### src/rtl/utx_pkg.sv
package utx_pkg;

   typedef enum logic {
      FLOW_BYTE = 1'b0,
      FLOW_CELL = 1'b1
   } flow_mode_e;

   // width of a counter able to hold values 0..n-1, never below one bit
   function automatic int idx_width(input int n);
      return (n <= 2) ? 1 : $clog2(n);
   endfunction

endpackage

### src/rtl/utx_par_chk.sv
module utx_par_chk #(
   parameter int DATA_W  = 8,
   parameter bit PAR_ODD = 1'b1
) (
   input  logic              clk,
   input  logic              rst_n,
   input  logic              sample,
   input  logic [DATA_W-1:0] data,
   input  logic              par,
   output logic              err
);

   logic good;

   generate
      if (PAR_ODD) begin : g_odd
         assign good = ^{data, par};
      end else begin : g_even
         assign good = ~^{data, par};
      end
   endgenerate

   always_ff @(posedge clk or negedge rst_n) begin
      if (!rst_n)
         err <= 1'b0;
      else if (sample && !good)
         err <= 1'b1;
   end

   // the error flag never clears once set
   assert_sticky_R10: assert property (@(posedge clk) disable iff (!rst_n)
      err |=> err);

endmodule

### src/rtl/utx_store.sv
module utx_store #(
   parameter int DATA_W = 8,
   parameter int DEPTH  = 106,
   localparam int ADDR_W = (DEPTH <= 2) ? 1 : $clog2(DEPTH)
) (
   input  logic              clk,
   input  logic              we,
   input  logic [ADDR_W-1:0] waddr,
   input  logic [DATA_W-1:0] wdata,
   input  logic [ADDR_W-1:0] raddr,
   output logic [DATA_W-1:0] rdata
);

   logic [DATA_W-1:0] mem [DEPTH];

   always_ff @(posedge clk) begin
      if (we)
         mem[waddr] <= wdata;
   end

   assign rdata = mem[raddr];

endmodule

### src/rtl/utx_wr_ctrl.sv
module utx_wr_ctrl #(
   parameter int CELLS      = 2,
   parameter int CELL_BYTES = 53,
   localparam int DEPTH  = CELLS * CELL_BYTES,
   localparam int ADDR_W = (DEPTH <= 2) ? 1 : $clog2(DEPTH),
   localparam int IDX_W  = utx_pkg::idx_width(CELL_BYTES),
   localparam int SLOT_W = utx_pkg::idx_width(CELLS)
) (
   input  logic              clk,
   input  logic              rst_n,
   input  logic              en_n,
   input  logic              soc,
   input  logic              room,
   output logic              we,
   output logic [ADDR_W-1:0] waddr,
   output logic              commit,
   output logic [IDX_W-1:0]  part_cnt
);

   logic [SLOT_W-1:0] slot_q;
   logic [IDX_W-1:0]  idx;
   logic              accept;

   assign accept = !en_n && room;
   assign idx    = soc ? '0 : part_cnt;
   assign we     = accept && (soc || (part_cnt != '0));
   assign commit = we && (idx == IDX_W'(CELL_BYTES - 1));
   assign waddr  = ADDR_W'(int'(slot_q) * CELL_BYTES + int'(idx));

   always_ff @(posedge clk or negedge rst_n) begin
      if (!rst_n) begin
         slot_q   <= '0;
         part_cnt <= '0;
      end else if (we) begin
         if (commit) begin
            part_cnt <= '0;
            slot_q   <= (slot_q == SLOT_W'(CELLS - 1)) ? '0 : slot_q + 1'b1;
         end else begin
            part_cnt <= idx + 1'b1;
         end
      end
   end

   // a completed cell leaves no partial bytes behind
   assert_commit_clears_R3: assert property (@(posedge clk) disable iff (!rst_n)
      commit |=> (part_cnt == '0));

   // a non-start byte with no cell in progress leaves the count at zero
   assert_orphan_dropped_R9: assert property (@(posedge clk) disable iff (!rst_n)
      (!en_n && !soc && part_cnt == '0) |=> (part_cnt == '0));

endmodule

### src/rtl/utx_rd_ctrl.sv
module utx_rd_ctrl #(
   parameter int CELLS      = 2,
   parameter int CELL_BYTES = 53,
   localparam int DEPTH  = CELLS * CELL_BYTES,
   localparam int ADDR_W = (DEPTH <= 2) ? 1 : $clog2(DEPTH),
   localparam int IDX_W  = utx_pkg::idx_width(CELL_BYTES),
   localparam int SLOT_W = utx_pkg::idx_width(CELLS)
) (
   input  logic              clk,
   input  logic              rst_n,
   input  logic              take,
   input  logic              avail,
   output logic [ADDR_W-1:0] raddr,
   output logic              first,
   output logic              release_cell
);

   logic [SLOT_W-1:0] slot_q;
   logic [IDX_W-1:0]  idx_q;
   logic              pop;

   assign pop          = take && avail;
   assign release_cell = pop && (idx_q == IDX_W'(CELL_BYTES - 1));
   assign first        = (idx_q == '0);
   assign raddr        = ADDR_W'(int'(slot_q) * CELL_BYTES + int'(idx_q));

   always_ff @(posedge clk or negedge rst_n) begin
      if (!rst_n) begin
         slot_q <= '0;
         idx_q  <= '0;
      end else if (pop) begin
         if (release_cell) begin
            idx_q  <= '0;
            slot_q <= (slot_q == SLOT_W'(CELLS - 1)) ? '0 : slot_q + 1'b1;
         end else begin
            idx_q <= idx_q + 1'b1;
         end
      end
   end

   // reading never advances without a stored cell
   assert_hold_when_empty_R4: assert property (@(posedge clk) disable iff (!rst_n)
      (!avail) |=> $stable(idx_q));

endmodule

### src/rtl/utx_cell_buffer.sv
module utx_cell_buffer #(
   parameter int DATA_W     = 8,
   parameter int CELLS      = 2,
   parameter int CELL_BYTES = 53,
   parameter bit PAR_ODD    = 1'b1,
   localparam int DEPTH  = CELLS * CELL_BYTES,
   localparam int ADDR_W = (DEPTH <= 2) ? 1 : $clog2(DEPTH),
   localparam int IDX_W  = utx_pkg::idx_width(CELL_BYTES),
   localparam int CNT_W  = $clog2(CELLS + 1),
   localparam int FREE_W = $clog2(DEPTH + 1)
) (
   input  logic              clk,
   input  logic              rst_n,
   input  logic              flow_mode,
   input  logic              tx_en_n,
   input  logic              tx_soc,
   input  logic [DATA_W-1:0] tx_data,
   input  logic              tx_par,
   output logic              tx_flow,
   output logic              par_err,
   output logic              cell_rdy,
   input  logic              cons_take,
   output logic [DATA_W-1:0] cons_data,
   output logic              cons_soc
);

   import utx_pkg::*;

   generate
      if (CELLS < 2) begin : g_bad_cells
         $error("utx_cell_buffer: CELLS must be at least 2");
      end
      if (CELL_BYTES < 2) begin : g_bad_len
         $error("utx_cell_buffer: CELL_BYTES must be at least 2");
      end
      if (DATA_W < 1) begin : g_bad_width
         $error("utx_cell_buffer: DATA_W must be positive");
      end
   endgenerate

   flow_mode_e        mode;
   logic [CNT_W-1:0]  held_q;
   logic              room;
   logic              we;
   logic [ADDR_W-1:0] waddr;
   logic              commit;
   logic [IDX_W-1:0]  part_cnt;
   logic [ADDR_W-1:0] raddr;
   logic              first;
   logic              release_cell;
   logic [FREE_W-1:0] free_bytes;

   assign mode     = flow_mode_e'(flow_mode);
   assign room     = (held_q != CNT_W'(CELLS));
   assign cell_rdy = (held_q != '0);
   assign cons_soc = cell_rdy && first;

   utx_par_chk #(.DATA_W(DATA_W), .PAR_ODD(PAR_ODD)) par_i (
      .clk    (clk),
      .rst_n  (rst_n),
      .sample (!tx_en_n),
      .data   (tx_data),
      .par    (tx_par),
      .err    (par_err)
   );

   utx_wr_ctrl #(.CELLS(CELLS), .CELL_BYTES(CELL_BYTES)) wr_i (
      .clk      (clk),
      .rst_n    (rst_n),
      .en_n     (tx_en_n),
      .soc      (tx_soc),
      .room     (room),
      .we       (we),
      .waddr    (waddr),
      .commit   (commit),
      .part_cnt (part_cnt)
   );

   utx_rd_ctrl #(.CELLS(CELLS), .CELL_BYTES(CELL_BYTES)) rd_i (
      .clk          (clk),
      .rst_n        (rst_n),
      .take         (cons_take),
      .avail        (cell_rdy),
      .raddr        (raddr),
      .first        (first),
      .release_cell (release_cell)
   );

   utx_store #(.DATA_W(DATA_W), .DEPTH(DEPTH)) store_i (
      .clk   (clk),
      .we    (we),
      .waddr (waddr),
      .wdata (tx_data),
      .raddr (raddr),
      .rdata (cons_data)
   );

   always_ff @(posedge clk or negedge rst_n) begin
      if (!rst_n)
         held_q <= '0;
      else begin
         case ({commit, release_cell})
            2'b10:   held_q <= held_q + 1'b1;
            2'b01:   held_q <= held_q - 1'b1;
            default: held_q <= held_q;
         endcase
      end
   end

   assign free_bytes = FREE_W'(DEPTH)
                     - FREE_W'(held_q) * FREE_W'(CELL_BYTES)
                     - FREE_W'(part_cnt);

   generate
      if (CELLS >= 2) begin : g_flow
         always_comb begin
            if (mode == FLOW_CELL)
               tx_flow = (free_bytes >= FREE_W'(CELL_BYTES));
            else
               tx_flow = (free_bytes != '0);
         end
      end
   endgenerate

   // never more complete cells than slots
   assert_no_overflow_R5: assert property (@(posedge clk) disable iff (!rst_n)
      held_q <= CNT_W'(CELLS));

   // no byte lands in the store while every slot is full
   assert_no_write_full_R5: assert property (@(posedge clk) disable iff (!rst_n)
      we |-> (held_q < CNT_W'(CELLS)));

   // a cell is released only when one is held
   assert_no_underflow_R4: assert property (@(posedge clk) disable iff (!rst_n)
      release_cell |-> (held_q != '0));

   // completion and release on one edge leave the count unchanged
   assert_count_hold_R11: assert property (@(posedge clk) disable iff (!rst_n)
      (commit && release_cell) |=> $stable(held_q));

   // a completed cell becomes visible on the next cycle
   assert_ready_after_commit_R3: assert property (@(posedge clk) disable iff (!rst_n)
      (commit && !release_cell) |=> cell_rdy);

endmodule

### config.mk
export PLATFORM = sky130hd
export DESIGN_NAME = utx_cell_buffer
export DESIGN_NICKNAME = d
export VERILOG_FILES = /design/src/rtl/utx_pkg.sv /design/src/rtl/utx_par_chk.sv /design/src/rtl/utx_store.sv /design/src/rtl/utx_wr_ctrl.sv /design/src/rtl/utx_rd_ctrl.sv /design/src/rtl/utx_cell_buffer.sv
export SDC_FILE = /design/constraint.sdc
export NUM_CORES = 1
export LEC_CHECK = 0
export BUFFER_PORTS_ARGS = -buffer_cell sky130_fd_sc_hd__buf_4
export CORE_ASPECT_RATIO = 0.5
export CORE_UTILIZATION = 48
export DETAILED_ROUTE_END_ITERATION = 7
export PLACE_DENSITY = 0.63
export SLEW_MARGIN = 10
export SYNTH_ARGS = -nofsm -noshare
export SYNTH_HDL_FRONTEND = slang
export SYNTH_SLANG_ARGS = --single-unit
### constraint.sdc
create_clock -name clk -period 3.6 [get_ports clk]
set_input_delay 0.36 -clock clk [delete_from_list [all_inputs] [get_ports clk]]
set_output_delay 0.36 -clock clk [all_outputs]
set_load 0.005 [all_outputs]
## After elaboration in Yosys (flattened, before gate mapping)

Memory sizes are Yosys's and may differ from the RTL's.
Cells that the tools add are included.

| cells by class | value |
|---|---|
| add/subtract/negate cells | 10 |
| multiply operators | 3 |
| $lt $le $gt $ge | 1 |
| equal/unequal tests | 5 |
| muxes and demuxes | 9 |
| reduce and logical (&&, ||, !) cells | 18 |

Operator list:

| operator | number |
|---|---|
| 2-to-1 mux 6 bit | 3 |
| adder 7 bit | 2 |
| multiplier 1 x 6 -> 7 bit (second input constant) | 2 |
| adder 6 x 1 -> 6 bit (second input constant) | 2 |
| == test 6 bit (second input constant) | 2 |
| XOR reduction 9 bit | 1 |
| >= comparator 7 x 6 -> 1 bit (second input constant) | 1 |
| logical AND 1 bit | 7 |
| multiplier 2 x 6 -> 7 bit (second input constant) | 1 |
| nonzero test 7 bit | 1 |
| subtractor 7 x 6 -> 7 bit | 1 |
| subtractor 7 bit (first input constant) | 1 |
| zero test 6 bit | 1 |
| nonzero test 6 bit | 1 |
| 2-to-1 mux 1 bit | 5 |
| one-hot mux 2 bit (2 select lines) | 1 |
| AND reduction 2 bit | 2 |
| nonzero test 2 bit | 2 |
| adder 1 bit (second input constant) | 2 |
| adder 2 x 1 -> 2 bit (second input constant) | 1 |
| == test 2 x 1 -> 1 bit (second input constant) | 1 |
| == test 2 bit (second input constant) | 1 |
| zero test 1 bit | 2 |
| != test 2 bit (second input constant) | 1 |
| 2 further kinds | 2 |

| word-level totals | value |
|---|---|
| flip-flop bits (word level) | 17 |
| RAM bits | 848 |
| input port bits | 15 |
| output and inout port bits | 12 |
| logic and storage cells | 53 |
| memories kept | 1 |

Memories:

| name | words | width | rd ports | clocked after Yosys merged registers in | wr ports | line | source |
|---|---|---|---|---|---|---|---|
| store_i.mem | 106 | 8 | 1 | 0 | 1 | utx_store.sv:14 | `logic [DATA_W-1:0] mem [DEPTH];` |

## Longest topological paths before layout

Gate-level depths: netlist of the first run.

| logic depth | value |
|---|---|
| word-level depth | 6 |
| mapped depth | 13 |

## Modules after synthesis

Synthesis of the first run repeated with hierarchy kept, for this count alone.

| second synthesis, totals | value |
|---|---|
| cell total of the unflattened synthesis | 1749 |
| area, all modules | 34769.6 um^2 |

By module, submodules not included:

| module | times used | cells an instance | area an instance (um^2) | seq. area each (um^2) |
|---|---|---|---|---|
| utx_store | 1 | 1556 | 33039.2 | 25464.4 |
| utx_wr_ctrl | 1 | 72 | 593.1 | 175.2 |
| utx_rd_ctrl | 1 | 56 | 543.0 | 175.2 |
| utx_cell_buffer | 1 | 56 | 486.7 | 50.0 |
| utx_par_chk | 1 | 9 | 107.6 | 25.0 |

## Least setup slack after synthesis of the first run

OpenSTA, ideal clock, no wires.

| timing | value |
|---|---|
| path kind | input to register |
| start point | input port tx_soc |
| end point | memory store_i.mem[20][0] (enable) |
| setup time | 0.370 ns |
| arrival | 2.947 ns |
| data required time | 3.230 ns |
| setup slack | 0.283 ns |
| stages | 11 |
| path buffers | 3 |
| cell sequence | clkbuf_1 nor2_1 ha_1 clkbuf_1 nand4b_1 a21oi_1 nand3_1 a211o_1 or3b_1 clkbuf_1 nor2_1 |

| between the ends | value |
|---|---|
| cells in the longest elaborated chain, start to end | 4 |
| elaborated cells on any way between the ends | 6 |

RTL lines:

| item | line | source |
|---|---|---|
| start: declaration | utx_cell_buffer.sv:16 | `input logic tx_soc,` |
| branches (longest 4 deep; another with adder 7 bit) | n/a |  |
| end: declaration | utx_store.sv:14 |  |

Several ways; the timed one is not identified.

## Final worst setup path of the first run

| timing | value |
|---|---|
| start point | register rd_i.slot_q |
| end point | output port cons_data[7] |

| between the ends | value |
|---|---|
| cells in the longest elaborated chain, start to end | 3 |

RTL lines:

| item | line | source |
|---|---|---|
| start: declaration | utx_rd_ctrl.sv:18 | `logic [SLOT_W-1:0] slot_q;` |
| start signal: assignment | utx_rd_ctrl.sv:34 | `slot_q <= (slot_q == SLOT_W'(CELLS - 1)) ? '0 : slot_q + 1'b1;` |
| multiplier 1 x 6 -> 7 bit | utx_rd_ctrl.sv:25 | `assign raddr = ADDR_W'(int'(slot_q) * CELL_BYTES + int'(idx_q));` |
| adder 7 bit | utx_rd_ctrl.sv:25 |  |
| memory read (106 x 8 bit) | n/a |  |
| end: declaration | utx_cell_buffer.sv:23 | `output logic [DATA_W-1:0] cons_data,` |

Every way passes these cells.

==> impl_metrics.tcl, run 1 <==
set metrics [dict create \
    power_frac_clock_pct 40.4 \
    dr.pass1.iters 6 \
    drive_above_1_share_pct 33.3 \
    max_slew_margin_pct 29.8 \
    synth_flop_cell "edfxtp_1" \
    min_from "tx_soc" \
    clk_latency_ns 0.64 \
    wl_met2_mm 41.1 \
    die_h_um 193 \
    synthTopCellsByCount "edfxtp_1, mux4_2, nor2_1" \
    finalMaxSlewViolations 0 \
    synth_top_area_share_pct 73.0 \
    port_buffers 26 \
    start_util_pct 48.8 \
    via_per_inst 5.98 \
    placed_area_um2 37800 \
    synth_most_common_cell "edfxtp_1" \
    wl_mm 88.9 \
    timing.final.ws_setup_ns -0.292 \
    yosysWarnings 0 \
    path_cells "ha_4 > ha_4 > buf_12 > buf_16 > mux4_2 > mux2_2 > o21ai_0 > or4_4 > o2111ai_4 > buf_6" \
    area_growth_syn_to_layout_pct 20.2 \
    met3_length_mm 7.50 \
    rrSetupSlack_ns 0.25 \
    drc 0 \
    p_int_mw 15.6 \
    critPathKind "flip-flop to primary output" \
    violations "negative setup slack" \
    rsz0062_at_grt "yes" \
    cp.required_ns 3.24 \
    grt_pass1_wl_mm 127 \
    num_vias 18792 \
    pwr-share-seq_pct 56.8 \
    ff2ff_path_depth 10 \
    clock_skew_ns 0.0190 \
    fin_crit_sh_pct 108 \
    worst_pin_slew_ns 1.05 \
    peakVddDrop_mv 0.278 \
    status "complete, but fails checks" \
    total_power_mw 19.6 \
    worst-path-buf-inv 3 \
    crit_fanout 9 \
    die-area_um2 73800 \
    syn_nets 1875 \
    core_area_um2 71400 \
    synth_top_cell_by_area "edfxtp_1" \
    syn-cell-area_um2 34900 \
    grt_antenna_before_repair 2 \
    fin_nets 2172 \
    preCtsSetupSlack_ns -0.140 \
    r2r_start "wr_i.part_cnt[2]" \
    critPathSlowestCell "mux4_2" \
    finalSetupViolations 8 \
    p_leak_nw 14.0 \
    drtIter0Drc 2069 \
    met1Wirelength_mm 38.4 \
    power_switching_mw 3.97 \
    max_stage_delay_ns 0.52 \
    grt_pass1_vias 18329 \
    start_kind "flip-flop" \
    synth_cells 1832 \
    endpoint_kind "primary output" \
    dp_cells 2944 \
    hold_end "wr_i.part_cnt[5]" \
    synth.avg_cell_area_um2 19.0 \
    hold_violations 0 \
    finish.instance_area_um2 41900 \
    finalCriticalPeriod_ns 3.89 \
    fin_cells 3144 \
    numCtsBuffers 76 \
    dieWidth_um 383 \
    cts_tree "yes" \
    hold_depth 2 \
    crit_path_frequent_cell "ha_4" \
    synthTopCellsByArea "edfxtp_1, mux4_2, nor2_1, mux2i_1, dfrtp_1" \
    dpl.hpwl_mm 54.3 \
    synth_seq_cells 865 \
    clk_pin_slew_ns 0.07 \
    place.gp.congestion 0.974 \
    maxCapViolations 0 \
    cts_sinks 865 \
    swShare_pct 20.3 \
    fmax_mhz 257 \
    crit_arrival_ns 3.53 \
    rows 69 \
    rr_endpoint "store_i.mem[71][2]" \
    overflow 0 \
    synth-edff-count 848 \
    ios 27 \
    hold_class "input pin to flip-flop" \
    grt_max_degree 89 \
    synth-seq-area-share_pct 74.3 \
    clockBufferDepth 3 \
    cts-root-buf "clkbuf_16" \
    nFillCells 5136 \
    synth.distinct_cells 56 \
    cts.htree.levels 3 \
    synthArstFlopShare_pct 1.97 \
    highest_layer "met5" \
    critical-path-top-delay-family "multiplexers" \
    power.density_nw_per_um2 467 \
    routedWlPerCell_um 28.3 \
    combPwrFrac_pct 2.8 \
    grtUsageTotal_pct 24.3 \
    drtAntennaViolNets 0 \
]
[layout make-up]
| cell class | instances | area (µm²) | area share [%] |
|---|---|---|---|
| Sequential cell | 865 | 25900 | 61.8 |
| Multi-Input combinational cell | 855 | 9230 | 22.0 |
| Timing Repair Buffer | 310 | 3190 | 7.60 |
| Clock buffer | 92 | 1980 | 4.73 |
| Tap cell | 958 | 1200 | 2.86 |
| Clock inverter | 42 | 349 | 0.833 |
| Inverter | 21 | 78.8 | 0.188 |
| Antenna cell | 1 | 2.50 | 0.00597 |
[power by group through the flow]
stage / logic (mW) / clock network (mW) / registers, mW
after global routing: 0.594 / 8.38 / 11.1
after detailed placement: 0.525 / 0 / 11.3
final: 0.553 / 7.90 / 11.1
after CTS: 0.545 / 8.03 / 11.1
after global placement: 0.512 / 0 / 11.3
after floorplan: 0.190 / 0 / 11.3
[logic make-up after synthesis]
group | synth area share [%]
adder cells (fa/ha/maj) | 1.07
multiplexers | 14.2
AND/OR/NAND/NOR | 5.02
flip-flops | 74.3
AO/OA/AOI/OAI | 3.03
buffers and inverters | 1.53
XOR/XNOR | 0.922
[cell usage in the layout (no fill, tap or decap), drive strengths merged, types with 12 or more instances in the layout]
cell type	n
a31oi	20
mux4	195
xor2	12
nand3	39
nor2	146
a211oi	20
mux2i	46
nand2b	24
inv	23
o22ai	25
ha	25
nand2	112
edfxtp	848
clkinv	32
a32oi	15
xnor2	23
buf	302
nor2b	27
clkbuf	98
dfrtp	17
o21ai	29
[registers in the layout, indices dropped and copies added (netlist names)]
register       count
wr_i.slot_q        1
par_i.err          1
rd_i.idx_q         6
store_i.mem      848
wr_i.part_cnt      6
rd_i.slot_q        1
held_q             2
[timing repair]
| action | in CTS | in global routing |
|---|---|---|
| hold endpoints to repair | 18 | 0 |
| cloned | 9 | 7 |
| setup endpoints to repair | 9 | 9 |
| gates resized for setup | 138 | 60 |
| pin swaps | 30 | 33 |
| hold buffers | 2 | 0 |
| setup buffers | 28 | 22 |
[layer usage]
layer  vias up  global-route usage [%]
li1       7974                       -
met1      9893                    35.8
met2       809                    37.4
met3       114                    4.61
met4         2                    6.45
met5         -                       0
[stage by stage]
step | util, % | hold slack, ns | setup TNS (ns)
floorplan | - | 0.0644 | 0
global placement | 52.9 | 0.253 | -0.574
detailed placement | 52.9 | 0.256 | -0.611
CTS | 57.8 | 0.00259 | -2.30
global route | 58.7 | 0.0332 | -2.71
finish | 58.7 | 0.0392 | -1.95
[worst reg2reg max path, delay by kind of cell, from the launching register on]
family	cells	cell delay, ns
compound gates	3	1.35
flops	1	0.39
fa+ha+maj	1	0.40
simple gates	4	0.60
buf+inv	2	0.37
[worst max path at each step]
stage | from | to | cells past startpoint
final | rd_i.slot_q | cons_data[7] | 10
after global routing | rd_i.slot_q | cons_data[6] | 12
after CTS | rd_i.slot_q | cons_data[4] | 12
after detailed placement | rd_i.idx_q[0] | cons_data[3] | 9
after global placement | rd_i.idx_q[0] | cons_data[3] | 9
after floorplan | tx_soc | store_i.mem[20][0] | 11
Note: power is estimated with default switching activity, not from simulation.
==> inputs of run 2 (changes only) <==
--- a/config.mk
+++ b/config.mk
@@ -7,9 +7,9 @@
 export LEC_CHECK = 0
 export BUFFER_PORTS_ARGS = -buffer_cell sky130_fd_sc_hd__buf_4
 export CORE_ASPECT_RATIO = 0.5
-export CORE_UTILIZATION = 48
+export CORE_UTILIZATION = 30
 export DETAILED_ROUTE_END_ITERATION = 7
-export PLACE_DENSITY = 0.63
+export PLACE_DENSITY = 0.44
 export SLEW_MARGIN = 10
 export SYNTH_ARGS = -nofsm -noshare
 export SYNTH_HDL_FRONTEND = slang
==> run 2 against run 1 <==
  * The run still ends with negative setup slack left
  * Clock skew down 0.0024 ns
  * First-iteration DRC count down 30%
  * Global-route usage down 8.0 points
  * Worst hold slack better by 0.090 ns
  * Sequential power about the same
  * Combinational power up 4.3%
  * Fmax down 2.0%
  * Power up 3.2%
  * Wire length up 8.2%
  * Via count down 2.4%
  * Die area up 59%
  * Core utilization down 21 points
  * Critical endpoint is now cons_data[4]
==> impl_metrics.tcl, run 2 (same netlist as run 1, synthesis figures left out) <==
set metrics [dict create \
    cp.required_ns 3.24 \
    core_area_um2 114000 \
    max_stage_delay_ns 0.55 \
    crit_fanout 7 \
    grtUsageTotal_pct 16.3 \
    grt_pass1_wl_mm 138 \
    routedWlPerCell_um 25.7 \
    top_regs "store_i.mem (848), rd_i.idx_q (6), wr_i.part_cnt (6)" \
    clk_latency_ns 0.65 \
    cts_tree "yes" \
    grt-busiest-layer "met2" \
    dp_cells 3544 \
    diodes 0 \
    critPathKind "flip-flop to primary output" \
    area_growth_syn_to_layout_pct 23.9 \
    cts_sinks 865 \
    placed_area_um2 39000 \
    cts-root-buf "clkbuf_16" \
    dpl.hpwl_mm 60.3 \
    fin_nets 2210 \
    power.density_nw_per_um2 467 \
    hold_class "input pin to asynchronous set/reset pin" \
    rows 87 \
    start_util_pct 30.6 \
    largest_reg_flops 848 \
    hold_slack_ns 0.129 \
    via_per_inst 4.90 \
    overflow 0 \
    die_h_um 243 \
    rsz0062_at_grt "yes" \
    clockBufferDepth 3 \
    die-area_um2 118000 \
    critical-path-top-delay-family "compound AO/OA/AOI/OAI gates" \
    final_common_cell "edfxtp_1" \
    drc 0 \
    met3_usage_pct 2.72 \
    drive_above_1_share_pct 34.9 \
    clock_skew_ns 0.0165 \
    r2r_start "wr_i.part_cnt[2]" \
    critPathLaunch "rd_i.slot_q" \
    critPathSlowestCell "or4_4" \
    grt_antenna_before_repair 4 \
    timing.final.ws_setup_ns -0.372 \
    violations "negative setup slack" \
    largest_register "store_i.mem" \
    seqCellArea_um2 25900 \
    drtAntennaViolNets 0 \
    hold_violations 0 \
    port_buffers 26 \
    finalCriticalPeriod_ns 3.97 \
    status "complete, but fails checks" \
    maxCapViolations 0 \
    worst_pin_slew_ns 0.907 \
    grt_pass1_vias 19063 \
    wl_mm 96.3 \
    nFillCells 10344 \
    preCtsSetupSlack_ns -0.0755 \
    grt_util_met1_pct 23.4 \
    grt_max_degree 107 \
    place.gp.congestion 0.792 \
    start_kind "flip-flop" \
    crit_arrival_ns 3.61 \
    ios 27 \
    max_slew_margin_pct 39.1 \
    drtIter0Drc 1450 \
    fin_crit_sh_pct 110 \
    total_power_mw 20.2 \
    path_cells "ha_4 > ha_4 > xor2_4 > buf_12 > buf_8 > buf_6 > mux2i_2 > a32oi_2 > a31oi_2 > or4_4 > o2111ai_4 > buf_6" \
    finalSetupViolations 9 \
    dieWidth_um 484 \
    clk_pin_slew_ns 0.06 \
    final_cell_mix "edfxtp_1, buf_4, mux4_2" \
    grt_use_met2_pct 25.6 \
    num_vias 18344 \
    fin_cells 3742 \
    finalMaxSlewViolations 0 \
    fmax_mhz 252 \
    multi_input_area_um2 9310 \
    finish.instance_area_um2 43200 \
    cts.htree.levels 3 \
    peakVddDrop_mv 0.383 \
    endpoint_kind "primary output" \
    numCtsBuffers 83 \
    p_leak_nw 14.3 \
    worst-path-buf-inv 4 \
    dr.pass1.iters 5 \
]
==> run 2: cell types whose count changed in the layout (fill, tap and decap cells not counted), moves of 6 or more <==
cell and change:
buf_4 +14, buf_6 +14, mux2i_1 +14, mux2i_4 -12
a31oi_1 -7, buf_16 -7, buf_12 +6, clkbuf_1 +6
clkbuf_16 +6
==> run 2: worst reg2reg max path: stages (launching register included) <==
cell and delay (ns):
dfrtp_1 0.39, inv_1 0.16, nor2_1 0.10, ha_1 0.40, nand4b_1 0.21, a21oi_1 0.33
nand3_1 0.12, a211o_1 0.34, or3b_1 0.56, nor2_1 0.22, buf_4 0.20
==> run 2: stage by stage <==
| stage | TNS (ns) | utilization, % |
|---|---|---|
| floorplan | 0 | - |
| global placement | -0.0836 | 34.2 |
| detailed placement | -0.102 | 34.2 |
| CTS | -3.28 | 37.5 |
| global route | -3.51 | 37.9 |
| finish | -2.43 | 37.9 |
==> run 2: layout make-up <==
cell class	instances	area share [%]
Sequential cell	865	59.9
Multi-Input combinational cell	855	21.6
Timing Repair Buffer	341	8.01
Clock buffer	110	5.23
Tap cell	1513	4.38
Clock inverter	37	0.704
Inverter	21	0.182
==> run 2: path summary, 6_finish.rpt <==
kind,endpoint,slack (ns),cells after the start
worst max-delay path,cons_data[4],-0.37,12
worst min-delay path,wr_i.part_cnt[3],0.13,2
worst max register to register,store_i.mem[23][4],0.28,10
worst min register to register,par_i.err,0.49,1
max in group asynchronous,held_q[1],3.24,2
min in group clk,store_i.mem[17][1],0.14,1
==> run 2: where the power goes <==
part	leakage [nW]	switching, mW	total [mW]	internal [mW]
combinational	5.18	0.416	0.577	0.161
clock	1.25	3.73	8.50	4.76
sequential	7.84	0.0195	11.1	11.1
==> run 2: timing repair <==
action,CTS,global route
pin swaps,39,38
hold buffers,4,0
cloned,7,4
endpoints found under the setup margin,9,101
endpoints found under the hold margin,20,0
buffers inserted,34,13
resized for setup,146,72
==> run 2: layer usage <==
| metal | wire, µm | vias to the layer above |
|---|---|---|
| met4 | 2040 | 2 |
| met2 | 44400 | 375 |
| met5 | 12 | - |
| met1 | 45700 | 9784 |
| met3 | 4170 | 118 |
| li1 | - | 8065 |
==> inputs of run 3 (changes only) <==
--- a/config.mk
+++ b/config.mk
@@ -9,8 +9,8 @@
 export CORE_ASPECT_RATIO = 0.5
 export CORE_UTILIZATION = 30
 export DETAILED_ROUTE_END_ITERATION = 7
-export PLACE_DENSITY = 0.44
 export SLEW_MARGIN = 10
 export SYNTH_ARGS = -nofsm -noshare
 export SYNTH_HDL_FRONTEND = slang
 export SYNTH_SLANG_ARGS = --single-unit
+export TNS_END_PERCENT = 5
==> constraint.sdc (replaced) <==
create_clock -name clk -period 4.9 [get_ports clk]
set_input_delay 0.49 -clock clk [delete_from_list [all_inputs] [get_ports clk]]
set_output_delay 0.49 -clock clk [all_outputs]
set_load 0.005 [all_outputs]
==> run 3 against run 2 <==
  * The flow now finishes without violations
  * Via count down 4.0%
  * Sequential power decreased by 26%
  * Largest cell class unchanged
  * Global-route usage shrank 2.5 points
  * Core utilization is 2.7 points lower
  * Combinational power is 37% lower
  * Die area unchanged
  * Highest routed layer is now met4
  * Sequential share of layout area grew 4.6 points
  * Clock skew shrank 0.00052 ns
  * Largest power group unchanged
  * Wire length fell by 15%
  * Setup slack gained 0.53 ns
==> impl_metrics.tcl, run 3 (same netlist as run 1, synthesis figures left out) <==
set metrics [dict create \
    status "finished clean" \
    critPathSlowestCell "ha_2" \
    clk_pin_slew_ns 0.07 \
    top_regs "store_i.mem (848), rd_i.idx_q (6), wr_i.part_cnt (6)" \
    die-area_um2 118000 \
    core_area_um2 114000 \
    dpl.hpwl_mm 51.4 \
    grt_antenna_before_repair 1 \
    seqCellArea_um2 25900 \
    p_leak_nw 12.7 \
    largest_reg_flops 848 \
    power.density_nw_per_um2 370 \
    cts_tree "yes" \
    finalSetupViolations 0 \
    crit_arrival_ns 4.25 \
    critPathKind "flip-flop to primary output" \
    clock_skew_ns 0.0160 \
    wl_mm 82.2 \
    fmax_mhz 211 \
    via_per_inst 4.97 \
    dieWidth_um 484 \
    peakVddDrop_mv 0.274 \
    start_kind "flip-flop" \
    drive_above_1_share_pct 22.9 \
    cts-root-buf "clkbuf_16" \
    die_h_um 243 \
    crit_fanout 74 \
    grt_max_degree 75 \
    rsz0062_at_grt "no" \
    worst_pin_slew_ns 1.05 \
    numCtsBuffers 83 \
    fin_nets 2008 \
    fin_util_pct 35.2 \
    area_growth_syn_to_layout_pct 15.1 \
    dp_cells 3392 \
    grt_pass1_wl_mm 122 \
    drtAntennaViolNets 0 \
    multi_input_area_um2 8510 \
    final_common_cell "edfxtp_1" \
    start_util_pct 30.6 \
    clk_latency_ns 0.63 \
    routedWlPerCell_um 23.2 \
    path_cells "ha_2 > xor2_4 > buf_12 > buf_4 > nand2_1 > a32oi_1 > a31oi_1 > or4_1 > o2111ai_1 > buf_4" \
    crit_path_frequent_cell "buf_4" \
    dr.pass1.iters 5 \
    hold_violations 0 \
    finalCriticalPeriod_ns 4.74 \
    max_slew_margin_pct 29.5 \
    r2r_start "wr_i.part_cnt[2]" \
    ios 27 \
    critical-path-top-delay-family "buffers and inverters" \
    timing.setup.tns_ns 0 \
    fin_cells 3542 \
    max_stage_delay_ns 0.52 \
    nFillCells 10524 \
    port_buffers 26 \
    maxCapViolations 0 \
    num_vias 17609 \
    critPathLaunch "rd_i.slot_q" \
    clockBufferDepth 3 \
    overflow 0 \
    min_from "tx_en_n" \
    rows 87 \
    fin_crit_sh_pct 96.8 \
    drc 0 \
    cp.required_ns 4.41 \
    finalMaxSlewViolations 0 \
    drtIter0Drc 1831 \
    cts.htree.levels 3 \
    final_cell_mix "edfxtp_1, mux4_2, nor2_1" \
    endpoint_kind "primary output" \
    hold_class "input pin to flip-flop" \
    worst-path-buf-inv 3 \
    cts_setup_buffers 0 \
    cts_sinks 865 \
    total_power_mw 14.8 \
    largest_register "store_i.mem" \
    place.gp.congestion 0.840 \
    grt_pass1_vias 17877 \
    grtUsageTotal_pct 13.9 \
]
run 3: cell count changes in the layout (fill, tap and decap cells not counted), sizes merged:
cell         delta
clkinvlp        -1
bufbuf          -3
dlygate4sd3     -3
clkinv          +7
diode           +1
buf           -192
bufinv          +2
clkbuf         -11
run 3: what timing repair did:
item	4_1_cts	5_1_grt
endpoints found under the setup margin	0	1
resized for setup	0	1
hold buffers	1	0
hold endpoints to repair	17	0
run 3: where the power goes:
part	internal, mW	switching [mW]
logic	0.0862	0.280
clock network	3.56	2.74
registers	8.16	0.0191
run 3: final timing paths:
| kind | endpoint | slack, ns | cells after the start |
|---|---|---|---|
| max reg2reg | store_i.mem[81][4] | 0.98 | 9 |
| max in group asynchronous | par_i.err | 4.34 | 2 |
| min in group asynchronous | rd_i.slot_q | 0.33 | 2 |
| max | cons_data[7] | 0.16 | 10 |
| min | par_i.err | 0.11 | 2 |
| min reg2reg | par_i.err | 0.49 | 1 |
run 3: through the flow:
stage               worst slack (ns)  hold WS, ns  cell area, µm²
detailed placement             0.765        0.395           37500
finish                         0.159        0.106           40100
CTS                           0.0634        0.101           40100
global placement               0.792        0.392           37500
floorplan                       1.45        0.194           34900
global route                  0.0534        0.126           40100
run 3: area by class of cell:
type / instances / share of cell area (%)
sequential: 865 / 64.5
multi-input combinational: 855 / 21.2
clock buffer: 103 / 5.47
tap: 1513 / 4.72
timing repair buffer: 139 / 2.79
clock inverter: 45 / 1.11
inverter: 21 / 0.196
antenna: 1 / 0.00623
run 3: layer usage:
| layer | GRT usage [%] | wire (µm) | part of all wire, % |
|---|---|---|---|
| met2 | 22.1 | 38900 | 47 |
| met3 | 2.32 | 4640 | 5.6 |
| met5 | 0 | 0 | 0 |
| met4 | 3.87 | 1830 | 2.2 |
| met1 | 19.5 | 36800 | 45 |
